### src/rtl/psc_pkg.sv
package psc_pkg;
  typedef enum logic {
    OWNER_TMR = 1'b0,
    OWNER_WDT = 1'b1
  } owner_e;
endpackage

### src/rtl/psc_rst_sync.sv
module psc_rst_sync (
  input  logic clk,
  input  logic rst_n,
  output logic srst_n
);
  logic meta_q;

  always_ff @(posedge clk or negedge rst_n) begin
    if (!rst_n) begin
      meta_q <= 1'b0;
      srst_n <= 1'b0;
    end else begin
      meta_q <= 1'b1;
      srst_n <= meta_q;
    end
  end
endmodule

### src/rtl/psc_count.sv
module psc_count #(
  parameter int W = 8
) (
  input  logic         clk,
  input  logic         srst_n,
  input  logic         en,
  input  logic         clr,
  output logic [W-1:0] cnt
);
  logic [W-1:0] cnt_d;

  always_comb begin
    cnt_d = cnt;
    if (clr)     cnt_d = '0;
    else if (en) cnt_d = cnt + W'(1);
  end

  always_ff @(posedge clk or negedge srst_n) begin
    if (!srst_n) cnt <= '0;
    else         cnt <= cnt_d;
  end
endmodule

### src/rtl/psc_tap.sv
module psc_tap #(
  parameter int W     = 8,
  parameter int SEL_W = 3
) (
  input  logic [W-1:0]     cnt,
  input  logic [SEL_W-1:0] ratio,
  input  logic             own_wdt,
  input  logic             en,
  input  logic             clr,
  output logic             div_pulse
);
  logic [W-1:0]     carry;
  logic [SEL_W-1:0] idx;
  logic             bypass;
  logic             hit;

  // carry[i] is set when the next increment clears bit i (falling edge)
  assign carry[0] = cnt[0];
  for (genvar i = 1; i < W; i++) begin : g_carry
    assign carry[i] = carry[i-1] & cnt[i];
  end

  always_comb begin
    bypass = own_wdt && (ratio == '0);
    idx    = own_wdt ? (ratio - SEL_W'(1)) : ratio;
    hit    = bypass | carry[idx];
    div_pulse = en & ~clr & hit;
  end
endmodule

### src/rtl/psc_route.sv
module psc_route (
  input  logic clk,
  input  logic srst_n,
  input  logic own_wdt,
  input  logic tmr_tick,
  input  logic wdt_tick,
  input  logic div_pulse,
  output logic tmr_inc,
  output logic wdt_cnt
);
  logic tmr_d, wdt_d;

  always_comb begin
    tmr_d = own_wdt ? tmr_tick  : div_pulse;
    wdt_d = own_wdt ? div_pulse : wdt_tick;
  end

  always_ff @(posedge clk or negedge srst_n) begin
    if (!srst_n) begin
      tmr_inc <= 1'b0;
      wdt_cnt <= 1'b0;
    end else begin
      tmr_inc <= tmr_d;
      wdt_cnt <= wdt_d;
    end
  end
endmodule

### src/rtl/psc_shared_div.sv
module psc_shared_div #(
  parameter int CNT_W = 8,
  parameter int SEL_W = 3
) (
  input  logic             clk,
  input  logic             rst_n,
  input  logic             own_wdt,
  input  logic [SEL_W-1:0] ratio,
  input  logic             tmr_tick,
  input  logic             wdt_tick,
  input  logic             tmr_wr,
  input  logic             wdt_clr,
  output logic             tmr_inc,
  output logic             wdt_cnt
);
  import psc_pkg::*;

  localparam int TAPS = 1 << SEL_W;
  initial begin
    if (TAPS != CNT_W) $error("ratio field must address every divider bit");
  end

  logic         srst_n;
  owner_e       owner_q, owner_d;
  logic         swap, clr, en, div_pulse;
  logic [CNT_W-1:0] cnt;

  psc_rst_sync u_rst (.clk(clk), .rst_n(rst_n), .srst_n(srst_n));

  always_comb begin
    owner_d = own_wdt ? OWNER_WDT : OWNER_TMR;
    swap    = (owner_d != owner_q);
    clr     = swap | (own_wdt ? wdt_clr : tmr_wr);
    en      = own_wdt ? wdt_tick : tmr_tick;
  end

  always_ff @(posedge clk or negedge srst_n) begin
    if (!srst_n) owner_q <= OWNER_TMR;
    else         owner_q <= owner_d;
  end

  psc_count #(.W(CNT_W)) u_cnt (
    .clk(clk), .srst_n(srst_n), .en(en), .clr(clr), .cnt(cnt)
  );

  psc_tap #(.W(CNT_W), .SEL_W(SEL_W)) u_tap (
    .cnt(cnt), .ratio(ratio), .own_wdt(own_wdt), .en(en), .clr(clr),
    .div_pulse(div_pulse)
  );

  psc_route u_route (
    .clk(clk), .srst_n(srst_n), .own_wdt(own_wdt), .tmr_tick(tmr_tick),
    .wdt_tick(wdt_tick), .div_pulse(div_pulse), .tmr_inc(tmr_inc),
    .wdt_cnt(wdt_cnt)
  );
endmodule

### config.mk
export PLATFORM = sky130hd
export DESIGN_NAME = psc_shared_div
export DESIGN_NICKNAME = d
export VERILOG_FILES = /design/src/rtl/psc_pkg.sv /design/src/rtl/psc_rst_sync.sv /design/src/rtl/psc_count.sv /design/src/rtl/psc_tap.sv /design/src/rtl/psc_route.sv /design/src/rtl/psc_shared_div.sv
export SDC_FILE = /design/constraint.sdc
export NUM_CORES = 1
export LEC_CHECK = 0
export ABC_CLOCK_PERIOD_IN_PS = 800
export BUFFER_PORTS_ARGS = -buffer_cell sky130_fd_sc_hd__buf_2
export CAP_MARGIN = 20
export CORE_UTILIZATION = 30
export DETAILED_ROUTE_END_ITERATION = 6
export GPL_TIMING_DRIVEN = 0
export PLACE_DENSITY = 0.49
export RECOVER_POWER = 50
export SLEW_MARGIN = 20
export SYNTH_ARGS = -nofsm -noshare
export SYNTH_HDL_FRONTEND = slang
export SYNTH_SLANG_ARGS = --single-unit
### constraint.sdc
create_clock -name clk -period 0.8 [get_ports clk]
set_input_delay 0 -clock clk [delete_from_list [all_inputs] [get_ports clk]]
set_output_delay 0 -clock clk [all_outputs]
set_load 0.01 [all_outputs]
# After elaboration in Yosys (flattened, before gate mapping)
# Cells that the tools add are included.
# word_totals
regBits,13
latchBits,0
ramBits,0
romBits,0
inputBits,10
word_cells,35
n_memories,0
# op_classes
n_addsub,2
mul,0
n_div,0
order_cmp,1
n_eq_ne,1
n_shift,0
n_mux,10
bitwise,12
reduce_logical,3
# op_table
op,count
8-bit two-way mux,2
1-bit AND,9
"8-bit by 1-bit adder with 8-bit output, second input constant",1
1-bit two-way mux,6
"3-bit by 4-bit < comparator with 1-bit output, second input constant",1
1-bit binary-select mux with 3-bit select,1
3-bit logical NOT,1
3-bit two-way mux,1
"3-bit by 1-bit subtractor with 3-bit output, second input constant",1
1-bit OR,2
2-bit nonzero test,1
1-bit logical AND,1
1-bit inequality test,1
1-bit NOT,1

# Depth between registers and ports, before layout
# Gate-level depths: netlist of run 1.
# depth
ltp_word,12
depth_mapped,8

# Hierarchy
# From an unflattened synthesis of run 1, not the netlist that was laid out.
# hier_totals
cells_unflattened,78
area_unflattened_um2,783.3
# modules_own_cells
mod,instances,cells_per_inst,area_per_inst_um2,seq_area_each_um2
psc_count,1,37,396.6,200.2
psc_tap,1,29,205.2,0.0
psc_route,1,4,72.6,50.0
psc_shared_div,1,5,55.1,25.0
psc_rst_sync,1,3,53.8,50.0

# Worst setup path after synthesis of run 1
# Ideal clock, no wire load.
# synth_path
path_kind,register -> register
start,reg u_cnt.cnt[0]
end,reg u_route.wdt_cnt
setup_time_ns,0.128
t_arrival_ns,1.422
required_time_ns,0.672
slack_ns,-0.750
path_stages_with_launch,6
n_path_buf,0
synth_period_minus_slack_ns,1.550
path_cell_list,dfrtp_1 > ha_1 > mux2_2 > a221o_1 > a21oi_2 > a31oi_1
# synth_via
elab_chain_cells,12
# synth_lines
item,line_no,rtl
"start, declared",psc_count.sv:8,output logic [W-1:0] cnt
"start signal, assigned",psc_count.sv:20,else cnt <= cnt_d;
1-bit AND (7 in series),psc_tap.sv:20,assign carry[i] = carry[i-1] & cnt[i];
1-bit binary-select mux with 3-bit select (*),psc_tap.sv:26,hit = bypass | carry[idx];
1-bit two-way mux (not written as such) (*),psc_tap.sv:26,
1-bit OR (*),psc_tap.sv:26,
1-bit AND (*),psc_tap.sv:27,div_pulse = en & ~clr & hit;
1-bit two-way mux (*),psc_route.sv:15,wdt_d = own_wdt ? div_pulse : wdt_tick;
via u_route.wdt_d,psc_route.sv:11,"logic tmr_d, wdt_d;"
"end signal, assigned",psc_route.sv:24,wdt_cnt <= wdt_d;
"end, declared",psc_route.sv:9,output logic wdt_cnt
# The timed path passes the listed nets; every way through them passes the cells marked *. The select of a mux whose other input is x is not followed.
# A chain may end at the register's enable or synchronous reset.

# Worst setup path after layout of run 1
# Same ends and word-level chain as after synthesis.

==> results of run 1 <==
layout make-up:
| cell class | instances | area (sq um) | share of cell area, % |
|---|---|---|---|
| flip-flops and latches | 13 | 328 | 30.3 |
| inverters | 3 | 11.3 | 1.04 |
| clock buffers | 4 | 26.3 | 2.42 |
| well taps | 30 | 37.5 | 3.46 |
| multi-input cells | 60 | 515 | 47.6 |
| repair buffers | 17 | 126 | 11.7 |
| plain buffers | 3 | 38.8 | 3.58 |
what timing repair did:
action	CTS	global route
pin swaps	2	4
endpoints found under the setup margin	10	12
gates resized for setup	6	5
hold buffers	3	0
setup buffers	3	1
endpoints found under the hold margin	4	0
Yosys cell counts (2+ instances only):
cell type / count / area [sq um]
dfrtp_1: 13 / 325
nor2_1: 10 / 37.5
nand2_1: 6 / 22.5
nand3_1: 5 / 25.0
ha_1: 4 / 50.1
a21oi_1: 3 / 15.0
inv_1: 3 / 11.3
mux2i_1: 3 / 30.0
nand2b_1: 3 / 18.8
xnor2_1: 3 / 26.3
xor2_1: 3 / 26.3
nor3_1: 2 / 10.0
cells by family (layout without fill, tap and decap cells):
group / count (synthesis) / count (layout) / synth area share [%]
and+or+nand+nor: 31 / 31 / 18.2
DFF: 13 / 13 / 39.8
AOI/OAI and AO/OA: 12 / 12 / 13.0
xor gates and xnor gates: 7 / 7 / 8.42
buffers and inverters: 6 / 27 / 6.13
muxes: 5 / 5 / 7.81
adders and majority gates: 4 / 4 / 6.13
other: 1 / 1 / 0.459
stage by stage:
stage               cell area [sq um]  util (%)
floorplan                         851         -
global placement                  938      37.2
detailed placement                938      37.2
CTS                              1060      41.9
global route                     1080      43.0
finish                           1080      43.0
how the worst max path moves through the flow:
stage	start	to	slack (ns)	cells past startpoint
after global routing	u_cnt.cnt[0]	u_route.wdt_cnt	-0.83	5
after floorplan	u_cnt.cnt[0]	u_route.wdt_cnt	-0.68	5
after CTS	u_cnt.cnt[0]	u_route.wdt_cnt	-0.76	5
final	u_cnt.cnt[0]	u_route.wdt_cnt	-0.76	5
after detailed placement	u_cnt.cnt[0]	u_route.wdt_cnt	-0.82	5
after global placement	u_cnt.cnt[0]	u_route.wdt_cnt	-0.80	5
flip-flops by register name (all words and copies together), names as in the netlist:
register / count
u_cnt.cnt: 8
owner_q: 1
u_route.tmr_inc: 1
u_route.wdt_cnt: 1
u_rst.meta_q: 1
u_rst.srst_n: 1
per-layer routing:
| layer | part of all wire [%] | wire, microns | GRT usage [%] |
|---|---|---|---|
| met3 | 4.5 | 72 | 5.08 |
| met4 | 0 | 0 | 1.28 |
| met5 | 0 | 0 | 0 |
| met1 | 44 | 696 | 15.5 |
| met2 | 52 | 830 | 24.4 |
critical path: stages (launching register included):
cell,delay (ns)
dfrtp_2,0.43
ha_4,0.18
mux2_4,0.25
a221o_1,0.31
a21oi_2,0.15
a31oi_1,0.12
power by group:
part | switching [uW] | total [uW] | internal, uW
combinational | 133 | 263 | 130
sequential | 21.3 | 696 | 675
clock | 194 | 387 | 193
total | 349 | 1350 | 998
==> out/metrics.cfg, run 1 <==
[synthesis]
syn-cell-area_sq_um = 817
synth_cell_types = 33
synth_seq_area_share_pct = 39.8
synthesis.instances = 79
synth.net_count = 93
ys_ff_latch = 13
synth-edff-count = 0
ys.warnings.count = 0
synth_flop_cell = dfrtp_1
syn_area_per_cell_sq_um = 10.3
synth-async-reset-ratio_pct = 100

[placement]
place_ws_ns = -0.815
gp_congestion = 0.716
io_buffers = 10
place_inst = 119

[min_path]
min_path_cells = 3
hp-start = tmr_tick
hold_path.class = primary input to flop
hold_end = u_route.tmr_inc

[routing]
drcViolationCount = 0
drt_iter0_markers = 7
first_pass_iters = 4
dr_total_vias = 629
wl_per_cell_microns = 12.3
wl_microns = 1600
ant_nets = 0
vias_per_cell = 4.84

[floorplan]
initial_core_util_pct = 32.4
die_x_microns = 54.2
coreArea_sq_um = 2520
die_y_microns = 54.2
ios = 12
die_area_sq_um = 2940
row_count = 18

[timing]
fin_crit_sh_pct = 195
fmax_ghz = 0.639
hold_slack_ns = 0.0338
rsz0062_at_grt = yes
setup_violations = 10
period_needed_ns = 1.56
fin_worst_skew_ns = 0.00277
slew_violations = 0
finalWorstSetupSlack_ns = -0.764
fin_tns_setup_ns = -4.02
final-hold-violation-count = 0

[run_status]
violations = negative setup slack
status = complete, but fails checks

[layout]
finalNonFillerCells = 130
drive_above_1_share_pct = 35.0
layout_common_cells = dfrtp_1 (11), nor2_1 (8), buf_2 (7), nand2_1 (6)
syn_to_final_growth_pct = 32.6
fin_nets = 115
num-fill-cells = 260
final_common_cell = dfrtp_1
antennaDiodeCount = 0

[cts]
cts_sinks = 13
cts_buffers = 3
clk_path_buf_depth = 2
cts_tree = yes
clock_latency_ns = 0.27
cts.htree.levels = 1
clk_pin_slew_ns = 0.07
cts-root-buf = clkbuf_4

[worst_setup_path]
critPathMaxFanout = 4
r2r_slack_ns = -0.76
cp-end-kind = flop
arrival_ns = 1.70
critPathRequiredTime_ns = 0.94
worstSetupPathType = flop to flop
reg2regPathDepth = 5
rr_endpoint = u_route.wdt_cnt
r2r_start = u_cnt.cnt[0]
startpoint_type = flop

[power]
power_density_nw_per_um2 = 1240
cellLeakagePower_uw = 0.000457
ir_worst_vdd_uv = 881
power_uw = 1350

[global_routing]
grt_max_degree = 12
grt_pass1_wl_microns = 2750
grt_overflow = 0
antenna_found_initial = 0
gr-usage-all-layers_pct = 13.5
grt_pass1_vias = 614

[run]
drv_cap = 0

Power figures use the tool's default switching activity.
==> run 2: changes to the inputs <==
CORE_UTILIZATION = 40   (was 30)
PLACE_DENSITY = 0.61   (was 0.49)
==> run 2 against run 1 <==
  * Critical path type unchanged
  * Clock-buffer cell count shrank 1
  * Die area shrank 24%
  * The flow still finishes with violations (negative setup slack)
  * Hold slack lost 0.015 ns
  * Setup slack gained 0.043 ns
  * Clock power grew 11%
  * Global-route usage grew 4.6 points
==> out/metrics.cfg, run 2 (same netlist as run 1, synthesis figures left out) <==
[worst_setup_path]
cp_cell_sequence = ha_4 -> mux2_4 -> a221o_1 -> a21oi_2 -> a31oi_1
critPathRequiredTime_ns = 0.97  ; +0.03 ns
arrival_ns = 1.69  ; about the same
r2r_start = u_cnt.cnt[0]
critPathMaxFanout = 4  ; unchanged
startpoint_type = flop
worstSetupPathType = flop to flop
crit_start = u_cnt.cnt[0]
cp-end-kind = flop
slowest_delay_ns = 0.43  ; about the same
cpMaxStageDelayCell = dfrtp_2

[cts]
clk_pin_slew_ns = 0.09  ; +0.02 ns
cts_buffers = 3  ; unchanged
cts.htree.levels = 1  ; unchanged
clock_latency_ns = 0.28  ; about the same
cts_sinks = 13  ; unchanged
cts_tree = yes
cts-root-buf = clkbuf_4
clk_path_buf_depth = 2  ; unchanged

[run]
drv_cap = 0  ; unchanged

[routing]
vias_per_cell = 4.96  ; +2.5%
drt_iter0_markers = 5  ; -2
drcViolationCount = 0  ; unchanged
first_pass_iters = 4  ; unchanged
dr_total_vias = 635  ; +0.95%
wl_per_cell_microns = 12.8  ; +3.8%
ant_nets = 0  ; unchanged
wl_microns = 1630  ; +2.2%

[layout]
finalNonFillerCells = 128  ; -1.5%
antennaDiodeCount = 0  ; unchanged
syn_to_final_growth_pct = 34.6
regMostFlops = u_cnt.cnt
drive_above_1_share_pct = 37.9  ; +2.9 points
fin_area_sq_um = 1100  ; +1.5%
fin_nets = 118  ; +2.6%
final_common_cell = dfrtp_1
largest_reg_flops = 8  ; unchanged
layout_common_cells = dfrtp_1 (11), buf_2 (8), nor2_1 (7), nand2_1 (6), buf_4 (5)

[run_status]
status = complete, but fails checks
violations = negative setup slack

[timing]
fin_worst_skew_ns = 0.000286  ; -0.00248 ns
fmax_ghz = 0.658  ; +2.8%
finalWorstSetupSlack_ns = -0.721  ; +0.0429 ns
slew_violations = 0  ; unchanged
fin_crit_sh_pct = 190  ; -5.4 points
period_needed_ns = 1.52  ; -0.0429 ns
hold_slack_ns = 0.0185  ; -0.0153 ns
final-hold-violation-count = 0  ; unchanged
rsz0062_at_grt = yes
tightest_slew_ns = 0.507
setup_violations = 10  ; unchanged
slew_headroom_pct = 66.2

[placement]
place_area_sq_um = 932  ; -0.67%
io_buffers = 10  ; unchanged
gp_congestion = 0.746  ; +4.3%
hpwl_microns = 1050
place_inst = 114  ; -4.2%

[min_path]
hold_path.class = primary input to async pin

[power]
cellLeakagePower_uw = 0.000472  ; +3.3%
power_density_nw_per_um2 = 1270  ; +2.3%
ir_worst_vdd_uv = 1070  ; +21%
power_uw = 1400  ; +3.8%

[global_routing]
grt_overflow = 0  ; unchanged
antenna_found_initial = 0  ; unchanged
grt_pass1_vias = 618  ; +0.65%
grt_pass1_wl_microns = 2700  ; -1.8%
grt_max_degree = 12  ; unchanged
gr-usage-all-layers_pct = 18.1  ; +4.6 points

[floorplan]
ios = 12  ; unchanged
die_x_microns = 47.2  ; -13%
die_area_sq_um = 2230  ; -24%
die_y_microns = 47.2  ; -13%
initial_core_util_pct = 44.9  ; +12 points
coreArea_sq_um = 1820  ; -28%
row_count = 15  ; -3

## run 2: layer usage
metal	track usage (%)	up-vias	routed length, microns
li1	-	317	-
met1	22.5	299	739
met2	30.0	14	802
met3	2.69	5	51
met4	10.3	0	39
met5	0	-	0
## run 2: final cells by class
type / count / area, sq um
clock inverters: 1 / 5.00
multi-input cells: 60 / 514
plain buffers: 3 / 38.8
flip-flops and latches: 13 / 328
clock buffers: 3 / 22.5
repair buffers: 20 / 149
fillers: 176 / 721
well taps: 25 / 31.3
inverters: 3 / 11.3
## run 2: path summary, 6_finish.rpt
| kind | cells past startpoint | slack (ns) | endpoint |
|---|---|---|---|
| max | 5 | -0.72 | u_route.wdt_cnt |
| min | 2 | 0.02 | u_rst.meta_q |
| max reg2reg | 5 | -0.72 | u_route.wdt_cnt |
| min reg2reg | 0 | 0.21 | u_cnt.cnt[6] |
| max in group asynchronous | 0 | 0.22 | u_cnt.cnt[0] |
| min in group clk | 3 | 0.03 | u_route.wdt_cnt |
## run 2: metrics by stage
stage / worst slack [ns] / utilization, % / TNS (ns)
4_1_cts: -0.721 / 60.1 / -4.15
2_1_floorplan: -0.683 / - / -3.24
6_report: -0.721 / 60.4 / -4.23
5_1_grt: -0.779 / 60.4 / -4.92
3_5_place_dp: -0.766 / 51.2 / -4.26
3_3_place_gp: -0.768 / 51.2 / -4.24
## run 2: repair_timing
action / CTS / global route
pin swaps: 4 / 4
hold buffers: 4 / 0
hold endpoints to repair: 5 / 0
buffers inserted: 6 / 0
endpoints found under the setup margin: 10 / 12
gates resized for setup: 9 / 2
## run 2: worst max-delay path: cells and delay by family (launching register included)
kind                     cells  cell delay [ns]
flip-flops                   1             0.43
AO/OA/AOI/OAI                3             0.56
multiplexers                 1             0.25
adder cells (fa/ha/maj)      1             0.17
## run 2: report_power, final
part | total, uW | switching (uW) | leakage, uW | internal, uW
registers | 696 | 22.0 | 0.000169 | 674
clock network | 428 | 242 | 0.0000177 | 186
logic | 273 | 136 | 0.000286 | 137
total | 1400 | 400 | 0.000472 | 998
